--- src/rtl/txb_pkg.sv ---
package txb_pkg;
  localparam int BYTE_W = 8;

  localparam logic [7:0] ADDR_DATA = 8'h10;
  localparam logic [7:0] ADDR_CTRL = 8'h11;
  localparam logic [7:0] ADDR_STAT = 8'h1E;

  localparam int STAT_EMPTY = 3;
  localparam int STAT_IE    = 5;
  localparam int STAT_IA    = 7;

  localparam int CTRL_RTS  = 0;
  localparam int CTRL_EOF  = 1;
  localparam int CTRL_FIFO = 2;
  localparam int CTRL_EXT  = 3;

  typedef enum logic [1:0] {
    MODE_SYNC   = 2'd0,
    MODE_ASYNC  = 2'd1,
    MODE_FRAMED = 2'd2,
    MODE_RSVD   = 2'd3
  } txmode_e;

  typedef struct packed {
    logic              eof;
    logic [BYTE_W-1:0] data;
  } txb_item_t;
endpackage

--- src/rtl/txb_fifo.sv ---
module txb_fifo
  import txb_pkg::*;
#(
  parameter int DEPTH = 128,
  localparam int AW = $clog2(DEPTH),
  localparam int CW = $clog2(DEPTH + 1)
) (
  input  logic            clk,
  input  logic            rst_n,
  input  logic            push,
  input  txb_item_t       push_item,
  input  logic            pop,
  output txb_item_t       head,
  output logic [CW-1:0]   count
);
  txb_item_t       mem [DEPTH];
  logic [AW-1:0]   wr_q, wr_d, rd_q, rd_d;
  logic [CW-1:0]   cnt_q, cnt_d;

  always_comb begin
    wr_d  = wr_q;
    rd_d  = rd_q;
    cnt_d = cnt_q;
    if (push) wr_d = (wr_q == AW'(DEPTH - 1)) ? '0 : wr_q + AW'(1);
    if (pop)  rd_d = (rd_q == AW'(DEPTH - 1)) ? '0 : rd_q + AW'(1);
    case ({push, pop})
      2'b10:   cnt_d = cnt_q + CW'(1);
      2'b01:   cnt_d = cnt_q - CW'(1);
      default: cnt_d = cnt_q;
    endcase
  end

  always_ff @(posedge clk or negedge rst_n) begin
    if (!rst_n) begin
      wr_q  <= '0;
      rd_q  <= '0;
      cnt_q <= '0;
    end else begin
      wr_q  <= wr_d;
      rd_q  <= rd_d;
      cnt_q <= cnt_d;
    end
  end

  always_ff @(posedge clk) begin
    if (push) mem[wr_q] <= push_item;
  end

  assign head  = mem[rd_q];
  assign count = cnt_q;

  assert_no_overflow_R8: assert property (@(posedge clk) disable iff (!rst_n)
    (cnt_q == CW'(DEPTH)) |-> !push);
  assert_no_underflow_R4: assert property (@(posedge clk) disable iff (!rst_n)
    pop |-> (cnt_q != '0));
endmodule

--- src/rtl/txb_serializer.sv ---
module txb_serializer
  import txb_pkg::*;
#(
  localparam int IW = $clog2(BYTE_W)
) (
  input  logic      clk,
  input  logic      rst_n,
  input  logic      strobe,
  input  logic      avail,
  input  txb_item_t head,
  output logic      pop,
  output logic      ser_out,
  output logic      ser_eof
);
  localparam logic [IW-1:0] LAST = IW'(BYTE_W - 1);

  logic [BYTE_W-1:0] sh_q, sh_d;
  logic              tag_q, tag_d;
  logic [IW-1:0]     idx_q, idx_d, nidx;
  logic              busy_q, busy_d;
  logic              ser_q, ser_d;
  logic              eof_q, eof_d;

  assign nidx = idx_q + IW'(1);

  always_comb begin
    sh_d   = sh_q;
    tag_d  = tag_q;
    idx_d  = idx_q;
    busy_d = busy_q;
    ser_d  = ser_q;
    eof_d  = eof_q;
    pop    = 1'b0;
    if (strobe) begin
      if (busy_q && (idx_q != LAST)) begin
        idx_d = nidx;
        ser_d = sh_q[nidx];
        eof_d = tag_q && (nidx == LAST);
      end else if (avail) begin
        pop    = 1'b1;
        sh_d   = head.data;
        tag_d  = head.eof;
        idx_d  = '0;
        busy_d = 1'b1;
        ser_d  = head.data[0];
        eof_d  = 1'b0;
      end else begin
        busy_d = 1'b0;
        ser_d  = 1'b1;
        eof_d  = 1'b0;
      end
    end
  end

  always_ff @(posedge clk or negedge rst_n) begin
    if (!rst_n) begin
      sh_q   <= '0;
      tag_q  <= 1'b0;
      idx_q  <= '0;
      busy_q <= 1'b0;
      ser_q  <= 1'b1;
      eof_q  <= 1'b0;
    end else begin
      sh_q   <= sh_d;
      tag_q  <= tag_d;
      idx_q  <= idx_d;
      busy_q <= busy_d;
      ser_q  <= ser_d;
      eof_q  <= eof_d;
    end
  end

  assign ser_out = ser_q;
  assign ser_eof = eof_q;

  assert_hold_between_strobes_R3: assert property (@(posedge clk) disable iff (!rst_n)
    !strobe |=> ($stable(ser_q) && $stable(eof_q)));
  assert_eof_only_busy_R9: assert property (@(posedge clk) disable iff (!rst_n)
    eof_q |-> busy_q);
endmodule

--- src/rtl/txb_status.sv ---
module txb_status (
  input  logic clk,
  input  logic rst_n,
  input  logic ie_wr,
  input  logic ie_val,
  input  logic empty,
  input  logic wr_acc,
  output logic ie,
  output logic ia
);
  logic ie_q, ie_d;
  logic ia_q, ia_d;
  logic arm_q, arm_d;
  logic cond;

  always_comb begin
    ie_d  = ie_wr ? ie_val : ie_q;
    cond  = ie_q & empty;
    arm_d = cond;
    if (wr_acc || !ie_d)        ia_d = 1'b0;
    else if (cond && !arm_q)    ia_d = 1'b1;
    else                        ia_d = ia_q;
  end

  always_ff @(posedge clk or negedge rst_n) begin
    if (!rst_n) begin
      ie_q  <= 1'b0;
      ia_q  <= 1'b0;
      arm_q <= 1'b0;
    end else begin
      ie_q  <= ie_d;
      ia_q  <= ia_d;
      arm_q <= arm_d;
    end
  end

  assign ie = ie_q;
  assign ia = ia_q;

  assert_write_clears_irq_R6: assert property (@(posedge clk) disable iff (!rst_n)
    wr_acc |=> !ia_q);
  assert_irq_needs_enable_R6: assert property (@(posedge clk) disable iff (!rst_n)
    ia_q |-> ie_q);
endmodule

--- src/rtl/host_tx_buffer.sv ---
module host_tx_buffer
  import txb_pkg::*;
#(
  parameter int DEPTH      = 128,
  parameter int BASE_DEPTH = 16,
  localparam int CW = $clog2(DEPTH + 1)
) (
  input  logic       clk,
  input  logic       rst_n,
  input  logic       wr_en,
  input  logic       rd_en,
  input  logic [7:0] addr,
  input  logic [7:0] wdata,
  output logic [7:0] rdata,
  input  logic       cts,
  input  logic       bit_strobe,
  input  logic       mode_req,
  input  logic [1:0] mode_val,
  output logic [1:0] mode_cur,
  output logic       mode_ok,
  output logic       ser_out,
  output logic       ser_eof,
  output logic       irq
);
  logic rts_q, rts_d, eoft_q, eoft_d, fifo_q, fifo_d, ext_q, ext_d;
  txmode_e mode_q, mode_d;
  logic    ok_q, ok_d;

  logic [CW-1:0] count, cap;
  logic          empty, room, wr_acc, pop, ie, ia;
  logic          ctrl_wr, stat_wr;
  txb_item_t     head, push_item;

  assign ctrl_wr = wr_en && (addr == ADDR_CTRL);
  assign stat_wr = wr_en && (addr == ADDR_STAT);

  always_comb begin
    if (!fifo_q)     cap = CW'(1);
    else if (ext_q)  cap = CW'(DEPTH);
    else             cap = CW'(BASE_DEPTH);
    room   = count < cap;
    empty  = (fifo_q && ext_q) ? room : (count == '0);
    wr_acc = wr_en && (addr == ADDR_DATA) && cts && rts_q && room;
    push_item.eof  = eoft_q;
    push_item.data = wdata;
  end

  always_comb begin
    rts_d  = ctrl_wr ? wdata[CTRL_RTS]  : rts_q;
    eoft_d = ctrl_wr ? wdata[CTRL_EOF]  : eoft_q;
    fifo_d = ctrl_wr ? wdata[CTRL_FIFO] : fifo_q;
    ext_d  = ctrl_wr ? wdata[CTRL_EXT]  : ext_q;
    mode_d = mode_q;
    ok_d   = ok_q;
    if (mode_req) begin
      ok_d = empty;
      if (empty) mode_d = txmode_e'(mode_val);
    end
  end

  always_ff @(posedge clk or negedge rst_n) begin
    if (!rst_n) begin
      rts_q  <= 1'b0;
      eoft_q <= 1'b0;
      fifo_q <= 1'b0;
      ext_q  <= 1'b0;
      mode_q <= MODE_SYNC;
      ok_q   <= 1'b0;
    end else begin
      rts_q  <= rts_d;
      eoft_q <= eoft_d;
      fifo_q <= fifo_d;
      ext_q  <= ext_d;
      mode_q <= mode_d;
      ok_q   <= ok_d;
    end
  end

  always_comb begin
    rdata = '0;
    if (rd_en) begin
      case (addr)
        ADDR_STAT: begin
          rdata[STAT_EMPTY] = empty;
          rdata[STAT_IE]    = ie;
          rdata[STAT_IA]    = ia;
        end
        ADDR_CTRL: begin
          rdata[CTRL_RTS]  = rts_q;
          rdata[CTRL_EOF]  = eoft_q;
          rdata[CTRL_FIFO] = fifo_q;
          rdata[CTRL_EXT]  = ext_q;
        end
        default: rdata = '0;
      endcase
    end
  end

  txb_fifo #(.DEPTH(DEPTH)) u_fifo (
    .clk       (clk),
    .rst_n     (rst_n),
    .push      (wr_acc),
    .push_item (push_item),
    .pop       (pop),
    .head      (head),
    .count     (count)
  );

  txb_serializer u_ser (
    .clk     (clk),
    .rst_n   (rst_n),
    .strobe  (bit_strobe),
    .avail   (count != '0),
    .head    (head),
    .pop     (pop),
    .ser_out (ser_out),
    .ser_eof (ser_eof)
  );

  txb_status u_stat (
    .clk    (clk),
    .rst_n  (rst_n),
    .ie_wr  (stat_wr),
    .ie_val (wdata[STAT_IE]),
    .empty  (empty),
    .wr_acc (wr_acc),
    .ie     (ie),
    .ia     (ia)
  );

  assign mode_cur = mode_q;
  assign mode_ok  = ok_q;
  assign irq      = ia;

  assert_mode_hold_R10: assert property (@(posedge clk) disable iff (!rst_n)
    (mode_req && !empty) |=> ($stable(mode_cur) && !mode_ok));
  assert_refuse_without_cts_R2: assert property (@(posedge clk) disable iff (!rst_n)
    (!cts && !pop) |=> $stable(count));
endmodule

--- config.mk ---
export PLATFORM = sky130hd
export DESIGN_NAME = host_tx_buffer
export DESIGN_NICKNAME = d
export VERILOG_FILES = /design/src/rtl/txb_pkg.sv /design/src/rtl/txb_fifo.sv /design/src/rtl/txb_serializer.sv /design/src/rtl/txb_status.sv /design/src/rtl/host_tx_buffer.sv
export SDC_FILE = /design/constraint.sdc
export NUM_CORES = 1
export LEC_CHECK = 0
export BUFFER_PORTS_ARGS = -buffer_cell sky130_fd_sc_hd__buf_2
export CAP_MARGIN = 10
export CORE_UTILIZATION = 63
export DETAILED_ROUTE_END_ITERATION = 10
export GPL_TIMING_DRIVEN = 0
export PLACE_DENSITY_LB_ADDON = 0.15
export SETUP_SLACK_MARGIN = 0.2
export SLEW_MARGIN = 10
export SYNTH_ARGS = -nofsm -noshare
export SYNTH_HDL_FRONTEND = slang
export SYNTH_SLANG_ARGS = --single-unit
--- constraint.sdc ---
create_clock -name clk -period 4.8 [get_ports clk]
set_input_delay 0.96 -clock clk [delete_from_list [all_inputs] [get_ports clk]]
set_output_delay 0.96 -clock clk [all_outputs]
set_load 0.05 [all_outputs]
==> impl_metrics.env, run 1 <==
export IMPL_status="completed"
export IMPL_yosys_area_top_type_share_pct=72.6
export IMPL_yosysTopAreaCell="edfxtp_1"
export IMPL_end_kind="flip-flop"
export IMPL_r2r_slack_ns=0.34
export IMPL_grt_pass1_wl_um=192000
export IMPL_yosysSeqAreaShare_pct=75.1
export IMPL_cp_endpoint="u_fifo.mem[84][8]$_DFFE_PP_"
export IMPL_pwr_share_seq_pct=39.9
export IMPL_vias=26500
export IMPL_reg2regPathDepth=7
export IMPL_h_tree_depth=3
export IMPL_area_growth_synth_to_final_pct=11.5
export IMPL_max_freq_mhz=224
export IMPL_synth_seq_cells=1199
export IMPL_cts_hold_buf=0
export IMPL_finalClockSkew_ns=0.0310
export IMPL_yosys_warnings=0
export IMPL_critPathMaxStageDelay_ns=0.91
export IMPL_worstSetupStartpoint="u_fifo.count[1]$_DFFE_PN0P_"
export IMPL_cts_tree="built"
export IMPL_clockBufferDepth=3
export IMPL_finalHoldViolCount=0
export IMPL_finalWorstSetupSlack_ns=0.340
export IMPL_register_area_mm2=0.0358
export IMPL_rows=100
export IMPL_clock_power_share_pct=31.0
export IMPL_grt_max_degree=94
export IMPL_worstHoldPathType="primary input to async pin"
export IMPL_fin_crit_sh_pct=92.9
export IMPL_synth_area_mm2=0.0476
export IMPL_holdWs_ns=0.163
export IMPL_ctsRootBufferMaster="clkbuf_16"
export IMPL_synth_ff_type="edfxtp_1"
export IMPL_viasPerCell=7.21
export IMPL_ant_nets=0
export IMPL_die_area_mm2=0.0767
export IMPL_gp_congestion=1.05
export IMPL_multi_input_area_mm2=0.0109
export IMPL_top_layer_used="met5"
export IMPL_internal_power_w=0.0199
export IMPL_track_usage_pct=36.4
export IMPL_ir_drop_uv=392
export IMPL_period_needed_ns=4.46
export IMPL_cp_arrival_ns=4.75
export IMPL_cts_sinks=1199
export IMPL_r2r_start="u_fifo.count[1]$_DFFE_PN0P_"
export IMPL_io_pins=39
export IMPL_grt_pass1_vias=25600
export IMPL_p_per_area_mw_per_mm2=551
export IMPL_ys_types=76
export IMPL_netlist_instances=2441
export IMPL_drive_gt1_share_pct=19.4
export IMPL_antenna_found_initial=4
export IMPL_p_sw_share_pct=32.1
export IMPL_p_switching_w=0.00939
export IMPL_fin_nets=2646
export IMPL_cpMaxStageDelayCell="nor2_1"
export IMPL_dp_hpwl_um=89100
export IMPL_async_reset_ff_share_pct=3.92
export IMPL_clk_pin_slew_ns=0.06
export IMPL_max_cap_violations=0
export IMPL_first_pass_iters=7
export IMPL_initial_core_util_pct=63.9
export IMPL_syn_area_per_cell_um2=19.5
export IMPL_numPortBuffers=36
export IMPL_wl_met3_um=19300
export IMPL_dpl_worst_slack_ns=-0.0423
export IMPL_critPathBufInv=1
export IMPL_combPwrFrac_pct=29.1
export IMPL_criticalPathCategory="flip-flop to flip-flop"
export IMPL_dieHeight_um=277
export IMPL_critical_path_depth=7
export IMPL_wl_met2_um=61900
export IMPL_fp_dieW_um=277
export IMPL_drv_slew=0
export IMPL_yosys_top_cells_area="edfxtp_1 73%, mux4_2 9.0%, mux2i_1 4.6%"
export IMPL_m1WireLength_um=49100
export IMPL_cts_buffers=115
export IMPL_grt_overflow=0
export IMPL_crit_required_ns=5.09
export IMPL_slew_headroom_pct=1.66
export IMPL_core_mm2=0.0746
export IMPL_rsz0062_at_grt="no"
export IMPL_synth_edf_count=1152
export IMPL_drt_wl_total_um=138000
export IMPL_clk_latency_ns=0.70
export IMPL_drc=0
export IMPL_final_util_pct=71.2
export IMPL_final_common_cell="edfxtp_1"
export IMPL_path_delay_family="simple AND/OR/NAND/NOR gates"
export IMPL_drt_initial_drc_count=4502
export IMPL_reg2reg_to="u_fifo.mem[84][8]$_DFFE_PP_"
export IMPL_layout_common_cells="1,152 x edfxtp_1, 217 x mux2i_1, 190 x mux4_2"
export IMPL_cp_start_kind="flip-flop"
export IMPL_power_leakage_nw=17.5
export IMPL_crit_path_max_fanout=10
export IMPL_path_cells="nor4_2 > a21bo_2 > a21boi_0 > nor3_2 > nand3_1 > clkbuf_1 > nor2_1"
export IMPL_fill_cells=4476
export IMPL_tightest_slew_ns=1.48
export IMPL_wl_per_cell_um=37.5
export IMPL_finalSetupViolations=0
==> metrics by stage <==
stage               power [W]  cells  cell area, um^2  setup TNS, ns
floorplan              0.0168   2442            47600              0
global placement       0.0199   3447            49000              0
detailed placement     0.0201   3456            49300         -0.779
CTS                    0.0289   3667            53100              0
global route           0.0297   3669            53100              0
finish                 0.0293   3672            53100              0
==> cells by family after synthesis <==
family	Yosys count	synth area share, %
compound gates	277	4.23
xor+xnor	13	0.239
fa+ha+maj	15	0.410
buf+inv	154	2.02
flops	1199	75.1
mux	435	14.6
other cells	1	0.00787
simple gates	347	3.35
==> cells in the mapped netlist, drive strengths merged, types with 4 or more instances <==
| library cell | instances |
|---|---|
| edfxtp | 1152 |
| mux2i | 217 |
| mux4 | 204 |
| nor2 | 163 |
| buf | 102 |
| nand2 | 84 |
| o221ai | 69 |
| dfrtp | 46 |
| o22ai | 46 |
| a21oi | 40 |
| clkbuf | 34 |
| nor3 | 24 |
| o21ai | 24 |
| a211oi | 23 |
| inv | 17 |
| nand3 | 17 |
| ha | 14 |
| mux2 | 14 |
| nor2b | 14 |
| xnor2 | 10 |
| a22oi | 9 |
| a221oi | 8 |
| nand4 | 7 |
| a22o | 6 |
| nand2b | 6 |
| nand3b | 6 |
| nor4 | 6 |
| and2 | 5 |
| and3 | 5 |
| o211a | 5 |
| o211ai | 5 |
| o31ai | 4 |
| o32ai | 4 |
==> worst min path at each step <==
stage / cells after the start / slack (ns) / end
final: 1 / 0.16 / ext_q$_DFFE_PN0P_
after global routing: 1 / 0.19 / rts_q$_DFFE_PN0P_
after CTS: 2 / 0.47 / mode_ok$_DFFE_PN0P_
after detailed placement: 1 / 0.47 / u_ser.ser_eof$_DFFE_PN0P_
after global placement: 1 / 0.47 / u_ser.ser_eof$_DFFE_PN0P_
after floorplan: 1 / 0.47 / u_ser.idx_q[2]$_DFFE_PN0P_
==> sequential cells by signal (all words and copies together) (netlist names), 2 cells and up <==
| signal | count |
|---|---|
| mode_cur | 2 |
| u_fifo.wr_q | 7 |
| u_ser.idx_q | 3 |
| u_fifo.mem | 1152 |
| u_ser.sh_q | 8 |
| u_fifo.count | 8 |
| u_fifo.rd_q | 7 |
==> worst reg2reg max path, stage by stage (launching register included) <==
cell and delay [ns]:
dfrtp_1 0.41, nor4_2 0.60, a21bo_2 0.23, a21boi_0 0.20, nor3_2 0.36, nand3_1 0.72
clkbuf_1 0.63, nor2_1 0.92
==> timing repair <==
item | 4_1_cts | 5_1_grt
endpoints found under the hold margin | 0 | 0
setup endpoints to repair | 18 | 82
gates resized for setup | 2 | 3
pin swaps | 0 | 0
setup buffers | 0 | 0
==> power groups by stage <==
stage / registers [W] / clock network, W / logic [W]
CTS: 0.0117 / 0.00908 / 0.00819
detailed placement: 0.0119 / 0 / 0.00816
global placement: 0.0119 / 0 / 0.00801
finish: 0.0117 / 0.00909 / 0.00853
global route: 0.0117 / 0.00945 / 0.00858
floorplan: 0.0119 / 0 / 0.00485
==> layout make-up <==
type,instances,share of cell area (%)
diodes,3,0.0141
clock buffers,142,5.79
multi-input cells,1089,20.6
flip-flops and latches,1199,67.3
clock inverters,69,1.28
repair buffers,47,0.909
inverters,18,0.127
plain buffers,136,1.69
well taps,969,2.28
==> metal layers <==
layer	vias up	GRT usage [%]
met4	4	17.3
met1	13500	49.3
met3	412	12.7
li1	10400	-
met2	2127	53.6
met5	-	0
(Power assumes the default switching activity.)
==> run 2, diff against run 1 <==
--- a/config.mk
+++ b/config.mk
@@ -7,7 +7,9 @@
 export LEC_CHECK = 0
 export BUFFER_PORTS_ARGS = -buffer_cell sky130_fd_sc_hd__buf_2
 export CAP_MARGIN = 10
-export CORE_UTILIZATION = 63
+export CELL_PAD_IN_SITES_DETAIL_PLACEMENT = 0
+export CELL_PAD_IN_SITES_GLOBAL_PLACEMENT = 1
+export CORE_UTILIZATION = 56
 export DETAILED_ROUTE_END_ITERATION = 10
 export GPL_TIMING_DRIVEN = 0
 export PLACE_DENSITY_LB_ADDON = 0.15
==> impl_metrics.env, run 2 (same netlist as run 1, synthesis figures left out) <==
export IMPL_status="completed"
export IMPL_vias=25900
export IMPL_clk_pin_slew_ns=0.06
export IMPL_antenna_found_initial=2
export IMPL_wl_met2_um=65400
export IMPL_grt_pass1_vias=24900
export IMPL_fin_nets=2647
export IMPL_h_tree_depth=3
export IMPL_area_growth_synth_to_final_pct=11.9
export IMPL_max_freq_mhz=226
export IMPL_power_w=0.0294
export IMPL_ctsRootBufferMaster="clkbuf_16"
export IMPL_postLayoutCellArea_mm2=0.0533
export IMPL_power_leakage_nw=17.5
export IMPL_wl_met3_um=15400
export IMPL_grt_max_degree=93
export IMPL_initial_core_util_pct=56.7
export IMPL_layout_common_cells="1,152 x edfxtp_1, 217 x mux2i_1, 190 x mux4_2"
export IMPL_finalHoldViolCount=0
export IMPL_gp_congestion=0.987
export IMPL_dieHeight_um=294
export IMPL_cp_arrival_ns=4.74
export IMPL_cp_start_kind="flip-flop"
export IMPL_cts_resized=5
export IMPL_clk_latency_ns=0.72
export IMPL_p_per_area_mw_per_mm2=552
export IMPL_dp_hpwl_um=91700
export IMPL_rows=106
export IMPL_crit_required_ns=5.12
export IMPL_cts_tree="built"
export IMPL_criticalPathCategory="flip-flop to flip-flop"
export IMPL_end_kind="flip-flop"
export IMPL_track_usage_pct=33.1
export IMPL_first_pass_iters=8
export IMPL_largest_register_ffs=1152
export IMPL_ant_nets=0
export IMPL_fill_cells=5782
export IMPL_finalClockSkew_ns=0.0244
export IMPL_final_common_cell="edfxtp_1"
export IMPL_cts_setup_buffers=0
export IMPL_drv_slew=0
export IMPL_drive_gt1_share_pct=19.8
export IMPL_regMostFlops="u_fifo.mem"
export IMPL_fin_crit_sh_pct=92.2
export IMPL_cts_hold_buf=0
export IMPL_grt_pass1_wl_um=194000
export IMPL_multi_input_area_mm2=0.0109
export IMPL_drt_wl_total_um=141000
export IMPL_drt_initial_drc_count=3841
export IMPL_r2r_start="u_fifo.count[0]$_DFFE_PN0P_"
export IMPL_core_mm2=0.0840
export IMPL_worstHoldPathType="primary input to async pin"
export IMPL_max_cap_violations=0
export IMPL_finalSetupViolations=0
export IMPL_viasPerCell=6.74
export IMPL_fp_dieW_um=294
export IMPL_top_layer_used="met5"
export IMPL_slew_headroom_pct=6.68
export IMPL_rsz0062_at_grt="no"
export IMPL_worstSetupStartpoint="u_fifo.count[0]$_DFFE_PN0P_"
export IMPL_crit_path_max_fanout=10
export IMPL_detailed_place_area_mm2=0.0495
export IMPL_cts_sinks=1199
export IMPL_numPortBuffers=36
export IMPL_ir_drop_uv=365
export IMPL_period_needed_ns=4.43
export IMPL_fin_tns_setup_ns=0
export IMPL_io_pins=39
export IMPL_tightest_slew_ns=1.40
export IMPL_clockBufferDepth=3
export IMPL_register_area_mm2=0.0358
export IMPL_drc=0
export IMPL_die_area_mm2=0.0862
export IMPL_wl_per_cell_um=36.7
export IMPL_cts_buffers=118
export IMPL_grt_overflow=0
export IMPL_m1WireLength_um=53500
export IMPL_final_util_pct=63.5
## run 2: worst paths after layout
check	cells past startpoint	slack (ns)	to
hold reg to reg	1	0.48	u_ser.ser_eof$_DFFE_PN0P_
max in group asynchronous	1	4.01	eoft_q$_DFFE_PN0P_
min in group clk	2	0.47	mode_ok$_DFFE_PN0P_
setup reg to reg	7	0.37	u_fifo.mem[68][5]$_DFFE_PP_
hold / removal	1	0.28	u_fifo.count[6]$_DFFE_PN0P_
setup / recovery	7	0.37	u_fifo.mem[68][5]$_DFFE_PP_
## run 2: layout make-up
| class | instances | share of cell area (%) |
|---|---|---|
| Sequential cell | 1199 | 67.1 |
| Multi-Input combinational cell | 1089 | 20.5 |
| Clock buffer | 142 | 5.75 |
| Tap cell | 1134 | 2.66 |
| Buffer | 136 | 1.69 |
| Clock inverter | 78 | 1.32 |
| Timing Repair Buffer | 45 | 0.845 |
| Inverter | 18 | 0.127 |
| Antenna cell | 1 | 0.00469 |
## run 2: stage by stage
stage               instances  hold slack [ns]  setup slack [ns]
floorplan                2442            0.472             0.583
global placement         3612            0.473            0.0129
detailed placement       3621            0.471           -0.0855
CTS                      3841            0.435             0.314
global route             3841            0.328             0.240
finish                   3842            0.282             0.374
## run 2: metal layers
metal	vias to the layer above	GRT usage (%)
met5	-	0.454
met4	4	14.1
met3	329	8.03
met2	1640	50.9
met1	13500	45.6
li1	10400	-
## run 2: report_power, final
group | leakage [nW] | total, W | internal [W] | switching, W
Combinational | 4.69 | 0.00861 | 0.00306 | 0.00555
Sequential | 11.0 | 0.0117 | 0.0116 | 0.000114
Clock | 1.83 | 0.00910 | 0.00510 | 0.00401
Total | 17.5 | 0.0294 | 0.0197 | 0.00967
## run 2: worst max-delay path, stage by stage, from the launching register on
cell,delay (ns)
dfrtp_1,0.43
nor4_2,0.61
a21bo_2,0.23
a21boi_0,0.22
nor3_2,0.33
nand3_1,0.59
clkbuf_1,0.63
nor2_1,0.96
